**src/rtl/rcm_pkg.sv**
```systemverilog
package rcm_pkg;

    typedef enum logic [1:0] {
        KIND_WRITE = 2'd0,
        KIND_READ  = 2'd1,
        KIND_CTR   = 2'd2
    } cmd_kind_e;

    typedef enum logic [2:0] {
        ST_FILL  = 3'd1,
        ST_CTR_A = 3'd2,
        ST_CHK_A = 3'd3,
        ST_CTR_B = 3'd4,
        ST_CHK_B = 3'd5
    } step_e;

    typedef enum logic [1:0] {
        FSM_IDLE,
        FSM_ISSUE,
        FSM_WAIT,
        FSM_DONE
    } fsm_e;

    function automatic cmd_kind_e step_kind(step_e s);
        case (s)
            ST_FILL:            return KIND_WRITE;
            ST_CTR_A, ST_CTR_B: return KIND_CTR;
            default:            return KIND_READ;
        endcase
    endfunction

    // Write data is the inverted phase pattern only in the first counter lap.
    function automatic logic wdata_inverted(step_e s);
        return s == ST_CTR_A;
    endfunction

    // Expected read value is inverted after the first lap until the second lap restores it.
    function automatic logic expect_inverted(step_e s);
        return (s == ST_CHK_A) || (s == ST_CTR_B);
    endfunction

    function automatic step_e next_step(step_e s);
        case (s)
            ST_FILL:  return ST_CTR_A;
            ST_CTR_A: return ST_CHK_A;
            ST_CHK_A: return ST_CTR_B;
            ST_CTR_B: return ST_CHK_B;
            default:  return ST_FILL;
        endcase
    endfunction

endpackage

```
**src/rtl/rcm_index_ctr.sv**
```systemverilog
module rcm_index_ctr #(
    parameter int W = 15
) (
    input  logic         clk,
    input  logic         rst,
    input  logic         clear,
    input  logic         inc,
    input  logic [W-1:0] last,
    output logic [W-1:0] value,
    output logic         at_last
);
    always_ff @(posedge clk) begin
        if (rst || clear) begin
            value <= '0;
        end else if (inc) begin
            value <= value + 1'b1;
        end
    end

    assign at_last = (value == last);
endmodule

```
**src/rtl/rcm_addr_map.sv**
```systemverilog
module rcm_addr_map
    import rcm_pkg::*;
#(
    parameter int ROW_BITS = 8,
    parameter int COL_BITS = 7,
    parameter bit ROW_HIGH = 1'b1,
    localparam int ADDR_W  = ROW_BITS + COL_BITS
) (
    input  logic [ADDR_W-1:0] idx,
    input  cmd_kind_e         kind,
    input  logic              linear,
    output logic [ADDR_W-1:0] addr
);
    logic [ROW_BITS-1:0] row;
    logic [ADDR_W-1:0]   col0_addr;

    assign row = idx[ROW_BITS-1:0];

    generate
        if (ROW_HIGH) begin : g_row_high
            assign col0_addr = {row, {COL_BITS{1'b0}}};
        end else begin : g_row_low
            assign col0_addr = {{COL_BITS{1'b0}}, row};
        end
    endgenerate

    always_comb begin
        if (kind == KIND_CTR) begin
            addr = '0;
        end else if (linear) begin
            addr = idx;
        end else begin
            addr = col0_addr;
        end
    end
endmodule

```
**src/rtl/rcm_pattern.sv**
```systemverilog
module rcm_pattern #(
    parameter int                DATA_W     = 8,
    parameter logic [DATA_W-1:0] BACKGROUND = '0
) (
    input  logic              phase,
    input  logic              invert,
    output logic [DATA_W-1:0] value
);
    assign value = (phase ^ invert) ? ~BACKGROUND : BACKGROUND;
endmodule

```
**src/rtl/rcm_march_top.sv**
```systemverilog
module rcm_march_top
    import rcm_pkg::*;
#(
    parameter int                ROW_BITS   = 8,
    parameter int                COL_BITS   = 7,
    parameter int                DATA_W     = 8,
    parameter bit                ROW_HIGH   = 1'b1,
    parameter logic [DATA_W-1:0] BACKGROUND = '0,
    localparam int               ADDR_W     = ROW_BITS + COL_BITS
) (
    input  logic              clk,
    input  logic              rst,
    input  logic              start,
    output logic              busy,
    output logic              done,
    output logic              pass,
    output logic              fail_phase,
    output logic [2:0]        fail_step,
    output logic [ADDR_W-1:0] fail_index,
    output logic [DATA_W-1:0] fail_data,
    output logic              cmd_valid,
    input  logic              cmd_ready,
    output logic [1:0]        cmd_kind,
    output logic [ADDR_W-1:0] cmd_addr,
    output logic [DATA_W-1:0] cmd_wdata,
    input  logic              rsp_valid,
    input  logic [DATA_W-1:0] rsp_rdata
);
    localparam logic [ADDR_W-1:0] CELL_LAST = '1;
    localparam logic [ADDR_W-1:0] ROW_LAST  = {{COL_BITS{1'b0}}, {ROW_BITS{1'b1}}};

    fsm_e              fsm_q;
    step_e             step_q;
    logic              phase_q;
    logic              done_q, pass_q;
    logic              fphase_q;
    logic [2:0]        fstep_q;
    logic [ADDR_W-1:0] findex_q;
    logic [DATA_W-1:0] fdata_q;

    cmd_kind_e         kind;
    logic [ADDR_W-1:0] idx;
    logic              at_last;
    logic              adv, launch, mismatch;
    logic              idx_clear, idx_inc;
    logic [DATA_W-1:0] wdata_val, expect_val;

    assign kind     = step_kind(step_q);
    assign launch   = start && (fsm_q == FSM_IDLE || fsm_q == FSM_DONE);
    assign mismatch = rsp_rdata != expect_val;

    always_comb begin
        adv = 1'b0;
        if (fsm_q == FSM_ISSUE && cmd_ready && kind == KIND_WRITE) begin
            adv = 1'b1;
        end else if (fsm_q == FSM_WAIT && rsp_valid && !mismatch) begin
            adv = 1'b1;
        end
    end

    assign idx_clear = launch || (adv && at_last);
    assign idx_inc   = adv && !at_last;

    rcm_index_ctr #(.W(ADDR_W)) idx_i (
        .clk    (clk),
        .rst    (rst),
        .clear  (idx_clear),
        .inc    (idx_inc),
        .last   ((step_q == ST_FILL) ? CELL_LAST : ROW_LAST),
        .value  (idx),
        .at_last(at_last)
    );

    rcm_addr_map #(
        .ROW_BITS(ROW_BITS),
        .COL_BITS(COL_BITS),
        .ROW_HIGH(ROW_HIGH)
    ) map_i (
        .idx   (idx),
        .kind  (kind),
        .linear(step_q == ST_FILL),
        .addr  (cmd_addr)
    );

    rcm_pattern #(.DATA_W(DATA_W), .BACKGROUND(BACKGROUND)) wpat_i (
        .phase (phase_q),
        .invert(wdata_inverted(step_q)),
        .value (wdata_val)
    );

    rcm_pattern #(.DATA_W(DATA_W), .BACKGROUND(BACKGROUND)) epat_i (
        .phase (phase_q),
        .invert(expect_inverted(step_q)),
        .value (expect_val)
    );

    always_ff @(posedge clk) begin
        if (rst) begin
            fsm_q    <= FSM_IDLE;
            step_q   <= ST_FILL;
            phase_q  <= 1'b0;
            done_q   <= 1'b0;
            pass_q   <= 1'b0;
            fphase_q <= 1'b0;
            fstep_q  <= '0;
            findex_q <= '0;
            fdata_q  <= '0;
        end else if (launch) begin
            fsm_q    <= FSM_ISSUE;
            step_q   <= ST_FILL;
            phase_q  <= 1'b0;
            done_q   <= 1'b0;
            pass_q   <= 1'b0;
            fphase_q <= 1'b0;
            fstep_q  <= '0;
            findex_q <= '0;
            fdata_q  <= '0;
        end else if (adv) begin
            fsm_q <= FSM_ISSUE;
            if (at_last) begin
                if (step_q == ST_CHK_B) begin
                    if (phase_q) begin
                        fsm_q  <= FSM_DONE;
                        done_q <= 1'b1;
                        pass_q <= 1'b1;
                    end else begin
                        phase_q <= 1'b1;
                        step_q  <= ST_FILL;
                    end
                end else begin
                    step_q <= next_step(step_q);
                end
            end
        end else begin
            case (fsm_q)
                FSM_ISSUE: begin
                    if (cmd_ready) begin
                        fsm_q <= FSM_WAIT;
                    end
                end
                FSM_WAIT: begin
                    if (rsp_valid) begin
                        fsm_q    <= FSM_DONE;
                        done_q   <= 1'b1;
                        pass_q   <= 1'b0;
                        fphase_q <= phase_q;
                        fstep_q  <= step_q;
                        findex_q <= idx;
                        fdata_q  <= rsp_rdata;
                    end
                end
                default: ;
            endcase
        end
    end

    assign busy       = (fsm_q == FSM_ISSUE) || (fsm_q == FSM_WAIT);
    assign done       = done_q;
    assign pass       = pass_q;
    assign fail_phase = fphase_q;
    assign fail_step  = fstep_q;
    assign fail_index = findex_q;
    assign fail_data  = fdata_q;
    assign cmd_valid  = (fsm_q == FSM_ISSUE);
    assign cmd_kind   = kind;
    assign cmd_wdata  = wdata_val;
endmodule

```
**config.mk**
```make
export PLATFORM = sky130hd
export DESIGN_NAME = rcm_march_top
export DESIGN_NICKNAME = d
export VERILOG_FILES = /design/src/rtl/rcm_pkg.sv /design/src/rtl/rcm_index_ctr.sv /design/src/rtl/rcm_addr_map.sv /design/src/rtl/rcm_pattern.sv /design/src/rtl/rcm_march_top.sv
export SDC_FILE = /design/constraint.sdc
export NUM_CORES = 1
export LEC_CHECK = 0
export ABC_AREA = 1
export BUFFER_PORTS_ARGS = -buffer_cell sky130_fd_sc_hd__buf_2
export CORE_MARGIN = 10
export CORE_UTILIZATION = 35
export CTS_CLUSTER_SIZE = 14
export DETAILED_ROUTE_END_ITERATION = 8
export PLACE_DENSITY = 0.55
export SLEW_MARGIN = 5
export SYNTH_ARGS = -nofsm -noshare
export SYNTH_HDL_FRONTEND = slang
export SYNTH_SLANG_ARGS = --single-unit
```
**constraint.sdc**
```tcl
create_clock -name clk -period 3.6 [get_ports clk]
set_input_delay 0.18 -clock clk [delete_from_list [all_inputs] [get_ports clk]]
set_output_delay 0.18 -clock clk [all_outputs]
set_load 0.03 [all_outputs]
```
## Yosys cells after proc, flatten, opt, wreduce, memory -nomap -nowiden

Index checks and enable logic that the tools add are counted.
Widths: inputs -> output; s select.

- Input bits: 13
- Bits in registers: 50
- Output and inout bits: 56
- Word-level logic and storage cells: 90

- $add $sub $neg: 1
- Muxes and demuxes: 28
- Equal/unequal tests: 19
- Reduce and logical (&&, ||, !) cells: 28
- Bitwise gates (word level): 3

Operators by type and width:

| operator | count |
|---|---|
| $mux 15 | 3 |
| $mux 8 | 2 |
| $add 15x1->15 const B | 1 |
| $eq 15x15->1 | 1 |
| $reduce_and 3->1 | 5 |
| $mux 1 | 12 |
| $mux 2 | 6 |
| $pmux 3 s4 | 1 |
| $ne 8x8->1 | 1 |
| $pmux 2 s2 | 2 |
| $logic_and 1x1->1 | 7 |
| $eq 2x2->1 const B | 3 |
| $eq 3x2->1 const B | 2 |
| $eq 3x3->1 const B | 2 |
| $mux 3 | 2 |
| $ne 2x2->1 const B | 3 |
| $logic_or 1x1->1 | 5 |
| $reduce_and 5->1 | 1 |
| $logic_not 2->1 | 2 |
| $ne 4x1->1 const B | 1 |
| $ne 4x4->1 const B | 1 |
| $reduce_bool 2->1 | 2 |
| $reduce_bool 4->1 | 1 |
| $reduce_or 2->1 | 2 |
| other kinds (9) | 11 |

## Depth between registers and ports, before layout

Gate-level depths: netlist of the first run.

- Depth after elaboration: 12
- Gate-level depth with buffers: 14
- Depth with buffers taken out: 13

## By module

Synthesis of the first run repeated with hierarchy kept, for this count alone.

- Cells, all modules: 440
- Area total of the unflattened synthesis: 3050.4 um^2

By module, submodules not included:

| module | cells each | area each (um^2) | times used |
|---|---|---|---|
| rcm_march_top | 229 | 1750.4 | 1 |
| rcm_index_ctr | 134 | 948.4 | 1 |
| rcm_addr_map | 53 | 209.0 | 1 |
| rcm_pattern | 12 | 71.3 | 2 |

## Worst setup path before layout of the first run

No wires, ideal clock.

- Path kind: register to output
- Start: register step_q[0]
- End: output cmd_addr[7]
- Slack: 1.542 ns
- Arrival time: 1.878 ns
- Stages on the path, launching flop included: 8
- Cells stage by stage: dfxtp_1 > buf_6 > inv_1 > nand3_1 > nand2_1 > nor2_1 > nand2_1 > o21ai_0

- Cells in the longest elaborated chain, start to end: 5

Ends and longest elaborated chain:

| what | RTL line | RTL |
|---|---|---|
| start: declaration | rcm_march_top.sv:33 | `step_e step_q;` |
| start signal: assignment | rcm_march_top.sv:131 | `step_q <= next_step(step_q);` |
| $eq 3x3->1 / $eq 3x2->1 (equally long branches) | rcm_pkg.sv:25 | `case (s)` |
| $reduce_or 2->1 | rcm_pkg.sv:25 |  |
| $pmux 2 s2 (*) | rcm_pkg.sv:25 |  |
| via cmd_kind[1] | rcm_march_top.sv:23 | `output logic [1:0] cmd_kind,` |
| $eq 2x2->1 (*) | rcm_addr_map.sv:28 | `if (kind == KIND_CTR) begin` |
| $mux 15 (*) | rcm_addr_map.sv:28 |  |
| end: declaration | rcm_march_top.sv:24 | `output logic [ADDR_W-1:0] cmd_addr,` |

The timed path passes the listed nets; every way through them passes the cells marked *.

## Worst setup path in the final report of the first run

- Start: register step_q[1]
- End: register idx_i.value[11]

- Cells in the longest elaborated chain, start to end: 12

Ends and longest elaborated chain:

| what | RTL line | RTL |
|---|---|---|
| $eq 3x2->1 / $eq 3x3->1 (equally long branches) | rcm_pkg.sv:39, rcm_pkg.sv:25 |  |
| $logic_or 1x1->1 | rcm_pkg.sv:39 | `return (s == ST_CHK_A) \|\| (s == ST_CTR_B);` |
| $xor 1x1->1 | rcm_pattern.sv:9 | `assign value = (phase ^ invert) ? ~BACKGROUND : BACKGROUND;` |
| $mux 8 | rcm_pattern.sv:9 |  |
| $ne 8x8->1 | rcm_march_top.sv:50 | `assign mismatch = rsp_rdata != expect_val;` |
| $logic_not 1->1 | rcm_march_top.sv:56 | `end else if (fsm_q == FSM_WAIT && rsp_valid && !mismatch) begin` |
| $logic_and 1x1->1 | rcm_march_top.sv:56 |  |
| $mux 1 | rcm_march_top.sv:56 |  |
| $mux 1 | rcm_march_top.sv:54 | `if (fsm_q == FSM_ISSUE && cmd_ready && kind == KIND_WRITE) begin` |
| $logic_and 1x1->1 | rcm_march_top.sv:61 | `assign idx_clear = launch \|\| (adv && at_last);` |
| $logic_or 1x1->1 | rcm_march_top.sv:61 |  |
| $logic_or 1x1->1 | rcm_index_ctr.sv:13 | `if (rst \|\| clear) begin` |
| end signal: assignment | rcm_index_ctr.sv:16 | `value <= value + 1'b1;` |
| end: declaration | rcm_index_ctr.sv:9 | `output logic [W-1:0] value,` |

Parallel ways exist; a longest one is shown, timed or not.
A chain may end at the register's enable or synchronous reset.

==> summary.txt, run 1 <==
Outcome
  • Outcome: complete, no violations

Yosys
  • Sequential share of the synthesized area: a little over a third
  • Syn avg cell area: between 7 and 8 um^2
  • Synth unique cells: 26
  • YS warnings: 0
  • Post-Syn Area: around 2800 um^2
  • #FFs+latches synth: 50
  • Post-synthesis cell count: between 300 and 400
  • Post-Synthesis Net Count: about 410

STA
  • Layout Skew: 0.0114 ns
  • Final Hold Vio Count: 0
  • Final setup fails: 0
  • Worst Max-Slew Pin Slew: roughly 0.51 ns
  • RSZ-0062 raised after global routing: false
  • Final worst-path cycle share: roughly three fifths
  • Setup ws final: 1.38 ns
  • F_max: about 450 MHz
  • Slew Limit Fails: 0
  • Setup_tns: 0 ns
  • Slew margin rel.: 66.3%
  • Tmin final: around 2.2 ns

Die
  • Core Footprint: between 7000 and 8000 um^2
  • Die area: ~12000 um^2
  • Initial cell density of the core: approximately 36%
  • Num rows: 32
  • I/O pins: 69
  • Chip height: between 100 and 150 um
  • Die width: 109 um

Final layout
  • Most frequent cells in the layout: buf_2 (68), nand2_1 (58), inv_1 (57), dfxtp_1 (50), a21oi_1 (42)
  • Most common cell after layout, fill and taps aside: buf_2
  • Nets: 464
  • Antenna cells: 0
  • Area Growth Syn to Fin: 13.8%
  • Layout cells sized above 1: between 20% and 30%

Routing
  • DR WL/cell: approximately 14 um
  • DR iter-0 viols: roughly 170
  • # DRC: 0
  • Routed via count: about 2600
  • Vias per cell: around 4.8
  • Pre-Repair DR Iteration Count: 4
  • Total routed wirelength: approximately 7600 um
  • Post-route ant nets: 0

Setup path
  • Crit path max fanout: 23
  • RR Startpoint: step_q[1]
  • CP startpoint: step_q[1]
  • R2R setup slack: 1.38 ns
  • CP Data Required Time: about 3.8 ns
  • Kind of critical path: flip-flop to flip-flop
  • CP startpoint kind: flip-flop
  • CP Data Arrival Time: roughly 2.5 ns
  • Crit. End Element: flip-flop

Clock network
  • Total CTS buffers: 5
  • Skew-Pair Late Insertion Delay: just over 0.3 ns
  • Clock-pin slew on the worst setup and hold paths: 0.10 ns
  • CTS Sinks: 50
  • Postcts setup bufs: 0
  • Post-CTS sizing: 0
  • Root Driver: clkbuf_8
  • Hold buffer count at CTS: 0
  • H-tree depth: 2
  • CTS tree: done
  • CTS Buffer Depth: 2

Pwr
  • P per Cell Area: around 380 nW/um^2
  • Max VDD drop: 0.233 mV
  • Sw Ratio: roughly 34%
  • Gate power share: 22.9%
  • Int Power: 0.806 mW
  • Seq pwr share: approximately 48%
  • Clock share of power: ~29%
  • Sw Pwr: 0.410 mW
  • Leakage power: between 1 and 1.5 nW

Global route
  • Initial antenna violation count: 0
  • Vias in the first global route: ~2400
  • Largest net degree at the start of global routing: 57
  • Tot GR Track Use: 12.9%
  • First-pass GRT wire length: 12600 um
  • Global route overflow: 0

Run
  • Max-cap violations: 0

Placed design
  • Worst slack at placement: approximately 1.4 ns
  • HPWL after DPL: around 5700 um
  • Placer Congestion: between 0.9 and 1
  • IO Port Bufs: 68

Min path
  • Hold Path Class: input port to flip-flop
  • Hold Path Origin: rst
-- sequential cells by signal (all words and copies together) (netlist names) --
register,cells
fail_index,15
idx_i.value,15
fail_data,8
fail_step,3
step_q,3
fsm_q,2
done,1
fail_phase,1
pass,1
phase_q,1
-- metal layers --
metal | track usage [%] | share of wire, % | vias up
met1 | 18.5 | 50 | 1164
met4 | 4.37 | 1.5 | 0
met3 | 3.95 | 9.4 | 8
met5 | 0 | 0 | -
met2 | 17.7 | 39 | 86
li1 | - | - | 1375
-- layout make-up --
cell class,instances,area (um^2)
clock inverters,2,12.5
flip-flops and latches,50,1000
well taps,102,128
fillers,855,4550
multi-input cells,258,1360
inverters,62,233
repair buffers,70,355
clock buffers,6,82.6
-- metrics by stage --
step	instance area, um^2	util [%]	instances	total power, mW	hold slack, ns
after floorplan	2790	-	396	0.825	0.336
after global placement	3080	39.8	542	0.878	0.429
after detailed placement	3080	39.8	542	0.882	0.433
after CTS	3170	41.1	550	1.23	0.101
after global routing	3170	41.1	550	1.29	0.124
final	3170	41.1	550	1.22	0.0997
-- critical path: stages (launching register included) --
cell and delay [ns]:
dfxtp_1 0.61, nand3_2 0.16, nand3_1 0.14, nand3_1 0.11, nand2_1 0.11, inv_2 0.05
nand2_4 0.09, nand2_2 0.26, nand2_1 0.18, nand2_2 0.23, a21oi_1 0.20
-- Yosys cell counts (all sizes together) --
cell type	instances	share of area (%)
a211oi	7	1.9
a21oi	48	9.4
buf	21	6.2
clkbuf	5	0.67
dfxtp	50	36
ha	4	1.8
inv	62	8.3
nand2	65	9.7
nand3	38	7.7
nand3b	1	0.27
nand4	7	1.6
nor2	36	5.4
nor3	7	1.3
nor4	3	0.67
o21ai	30	5.4
xnor2	2	0.63
xor2	10	3.1
-- worst paths after layout --
| kind | endpoint | depth (start not counted) |
|---|---|---|
| max reg2reg | idx_i.value[11] | 10 |
| min | fsm_q[0] | 4 |
| max | idx_i.value[11] | 10 |
| min reg2reg | fail_data[7] | 2 |
-- kinds of logic after synthesis --
group	share of synthesized area, %
adders and majority gates	1.79
AOI/OAI and AO/OA	16.7
xor gates and xnor gates	3.77
buffers and inverters	15.3
DFF	35.9
and+or+nand+nor	26.6
-- power by group through the flow --
stage               Combinational [mW]  Sequential [mW]  Clock (mW)
floorplan                        0.203            0.622           0
global placement                 0.279            0.599           0
detailed placement               0.282            0.600           0
CTS                              0.283            0.587       0.362
global route                     0.319            0.591       0.383
finish                           0.279            0.587       0.350
Power figures use the tool's default switching activity.
==> inputs of run 2 (changes only) <==
clock period = 2.3 ns   (was 3.6 ns; I/O delays follow)
==> summary.txt, run 2 (synthesized netlist as in run 1, its figures left out) <==
Pwr
  • Sw Pwr: ~0.64 mW
  • Gate power share: ~23%
  • Clock share of power: roughly a third
  • P per Cell Area: 608 nW/um^2
  • Sw Ratio: between 30% and 40%
  • Seq pwr share: between 40% and 50%
  • Leakage power: between 1 and 1.5 nW
  • Max VDD drop: about 0.36 mV
  • Int Power: approximately 1.4 mW
  • Total Power: ~2 mW

Routing
  • Pre-Repair DR Iteration Count: 4
  • DR iter-0 viols: between 200 and 250
  • Vias per cell: about 4.7
  • Wire length on met1: roughly 3800 um
  • Post-route ant nets: 0
  • Routed via count: around 2600
  • DR WL/cell: roughly 13 um
  • # DRC: 0
  • WL met2: 2790 um
  • Total routed wirelength: around 7500 um
  • Met3 Wirelength: between 800 and 900 um
  • Top routing layer in use: met4

Placed design
  • Placer Congestion: between 0.8 and 0.9
  • HPWL after DPL: between 5000 and 6000 um
  • IO Port Bufs: 68

Clock network
  • CTS tree: done
  • H-tree depth: 2
  • Hold buffer count at CTS: 0
  • Skew-Pair Late Insertion Delay: roughly 0.3 ns
  • Total CTS buffers: 5
  • Root Driver: clkbuf_8
  • CTS Buffer Depth: 2
  • Clock-pin slew on the worst setup and hold paths: 0.09 ns
  • CTS Sinks: 50

Min path
  • Hold Path Origin: rst
  • Worst hold stages: 4
  • Worst Hold End: fsm_q[0]
  • Hold Path Class: input port to flip-flop

Die
  • I/O pins: between 60 and 70
  • Initial cell density of the core: between 30% and 40%
  • Core Footprint: ~7700 um^2
  • Die area: about 12000 um^2
  • Num rows: 32
  • Chip height: 109 um
  • Die width: 109 um

Global route
  • Global route overflow: 0
  • Initial antenna violation count: 0
  • Largest net degree at the start of global routing: 57
  • First-pass GRT wire length: 12700 um
  • Vias in the first global route: around 2500
  • Tot GR Track Use: 12.9%

Final layout
  • Most common cell after layout, fill and taps aside: buf_2
  • Nets: approximately 470
  • # fillers: 816
  • Area Growth Syn to Fin: 17.9%
  • Antenna cells: 0
  • Layout cells sized above 1: 24.9%
  • Most frequent cells in the layout: buf_2 (68), nand2_1 (58), inv_1 (57), dfxtp_1 (48), a21oi_1 (42)

STA
  • Layout Skew: 0.00381 ns
  • RSZ-0062 raised after global routing: false
  • Worst Max-Slew Pin Slew: 0.424 ns
  • Setup_tns: 0 ns
  • Slew margin rel.: around 71%
  • Slew Limit Fails: 0
  • Tmin final: approximately 2.0 ns
  • Final setup fails: 0
  • Final Hold Vio Count: 0
  • F_max: 495 MHz
  • Final worst-path cycle share: between 80% and 90%

Setup path
  • CP Data Arrival Time: roughly 2.2 ns
  • Crit. End Element: flip-flop
  • CP startpoint kind: flip-flop
  • RR Startpoint: step_q[1]
  • Kind of critical path: flip-flop to flip-flop
  • CP Data Required Time: roughly 2.5 ns
  • FF-to-FF path depth: 11
  • Reg2reg end: idx_i.value[0]
  • Crit path max fanout: 23
  • R2R setup slack: between 0.2 and 0.3 ns

Run
  • Max-cap violations: 0

Outcome
  • Outcome: complete, no violations
## run 2: changes by cell type in the layout (fill, tap and decap cells not counted), moves of 2 or more
cell,delta
dfxtp_2,+2
buf_4,+7
dfxtp_1,-2
buf_12,+2
## run 2: final cells by class
cell class	count	area [um^2]	area share, %
clock inverter	3	43.8	1.33
timing repair buffer	79	448	13.6
tap	102	128	3.88
clock buffer	5	68.8	2.09
inverter	62	233	7.08
multi-input combinational	258	1360	41.5
sequential	50	1000	30.5
## run 2: what timing repair did
| action | in CTS | in global routing |
|---|---|---|
| hold endpoints to repair | 0 | 0 |
| setup buffers | 0 | 0 |
| gates resized for setup | 0 | 2 |
| endpoints found under the setup margin | 0 | 16 |
## run 2: per-stage QoR
| stage | utilization (%) | cells | setup WS, ns | hold slack (ns) | cell area, um^2 |
|---|---|---|---|---|---|
| 2_1_floorplan | - | 396 | 0.307 | 0.271 | 2790 |
| 3_3_place_gp | 41.0 | 551 | 0.269 | 0.371 | 3170 |
| 3_5_place_dp | 41.0 | 551 | 0.164 | 0.368 | 3170 |
| 4_1_cts | 42.5 | 559 | 0.124 | 0.0444 | 3280 |
| 5_1_grt | 42.5 | 559 | 0.0552 | 0.0824 | 3290 |
| 6_report | 42.5 | 559 | 0.281 | 0.0525 | 3290 |
## run 2: metal layers
metal | vias up | global-route usage, %
li1 | 1406 | -
met1 | 1109 | 19.0
met2 | 98 | 17.3
met3 | 8 | 3.89
met4 | 0 | 4.09
met5 | - | 0
## run 2: critical path, stage by stage (launching register included)
cell     delay [ns]
dfxtp_2        0.49
nand3_2        0.13
nand2_1        0.10
nand2_1        0.05
nand3_1        0.08
nand2_1        0.08
inv_2          0.07
nand2_4        0.06
nand2_2        0.32
nand2_1        0.12
nand2_2        0.31
a21oi_1        0.08
## run 2: power groups by stage
stage	clock (mW)	sequential (mW)	combinational [mW]
final	0.627	0.915	0.455
after global routing	0.686	0.921	0.514
after CTS	0.650	0.916	0.461
after detailed placement	0	0.936	0.459
after global placement	0	0.935	0.456
after floorplan	0	0.973	0.318
## run 2: worst max path at each step
stage               startpoint        endpoint  slack [ns]  depth (start not counted)
CTS                  step_q[0]     cmd_addr[9]        0.12                          6
global route         step_q[2]     cmd_addr[9]        0.06                          8
global placement     step_q[1]  idx_i.value[3]        0.27                         11
finish               step_q[1]  idx_i.value[0]        0.28                         11
detailed placement   step_q[1]  idx_i.value[0]        0.16                         11
floorplan            step_q[0]     cmd_addr[7]        0.31                          7
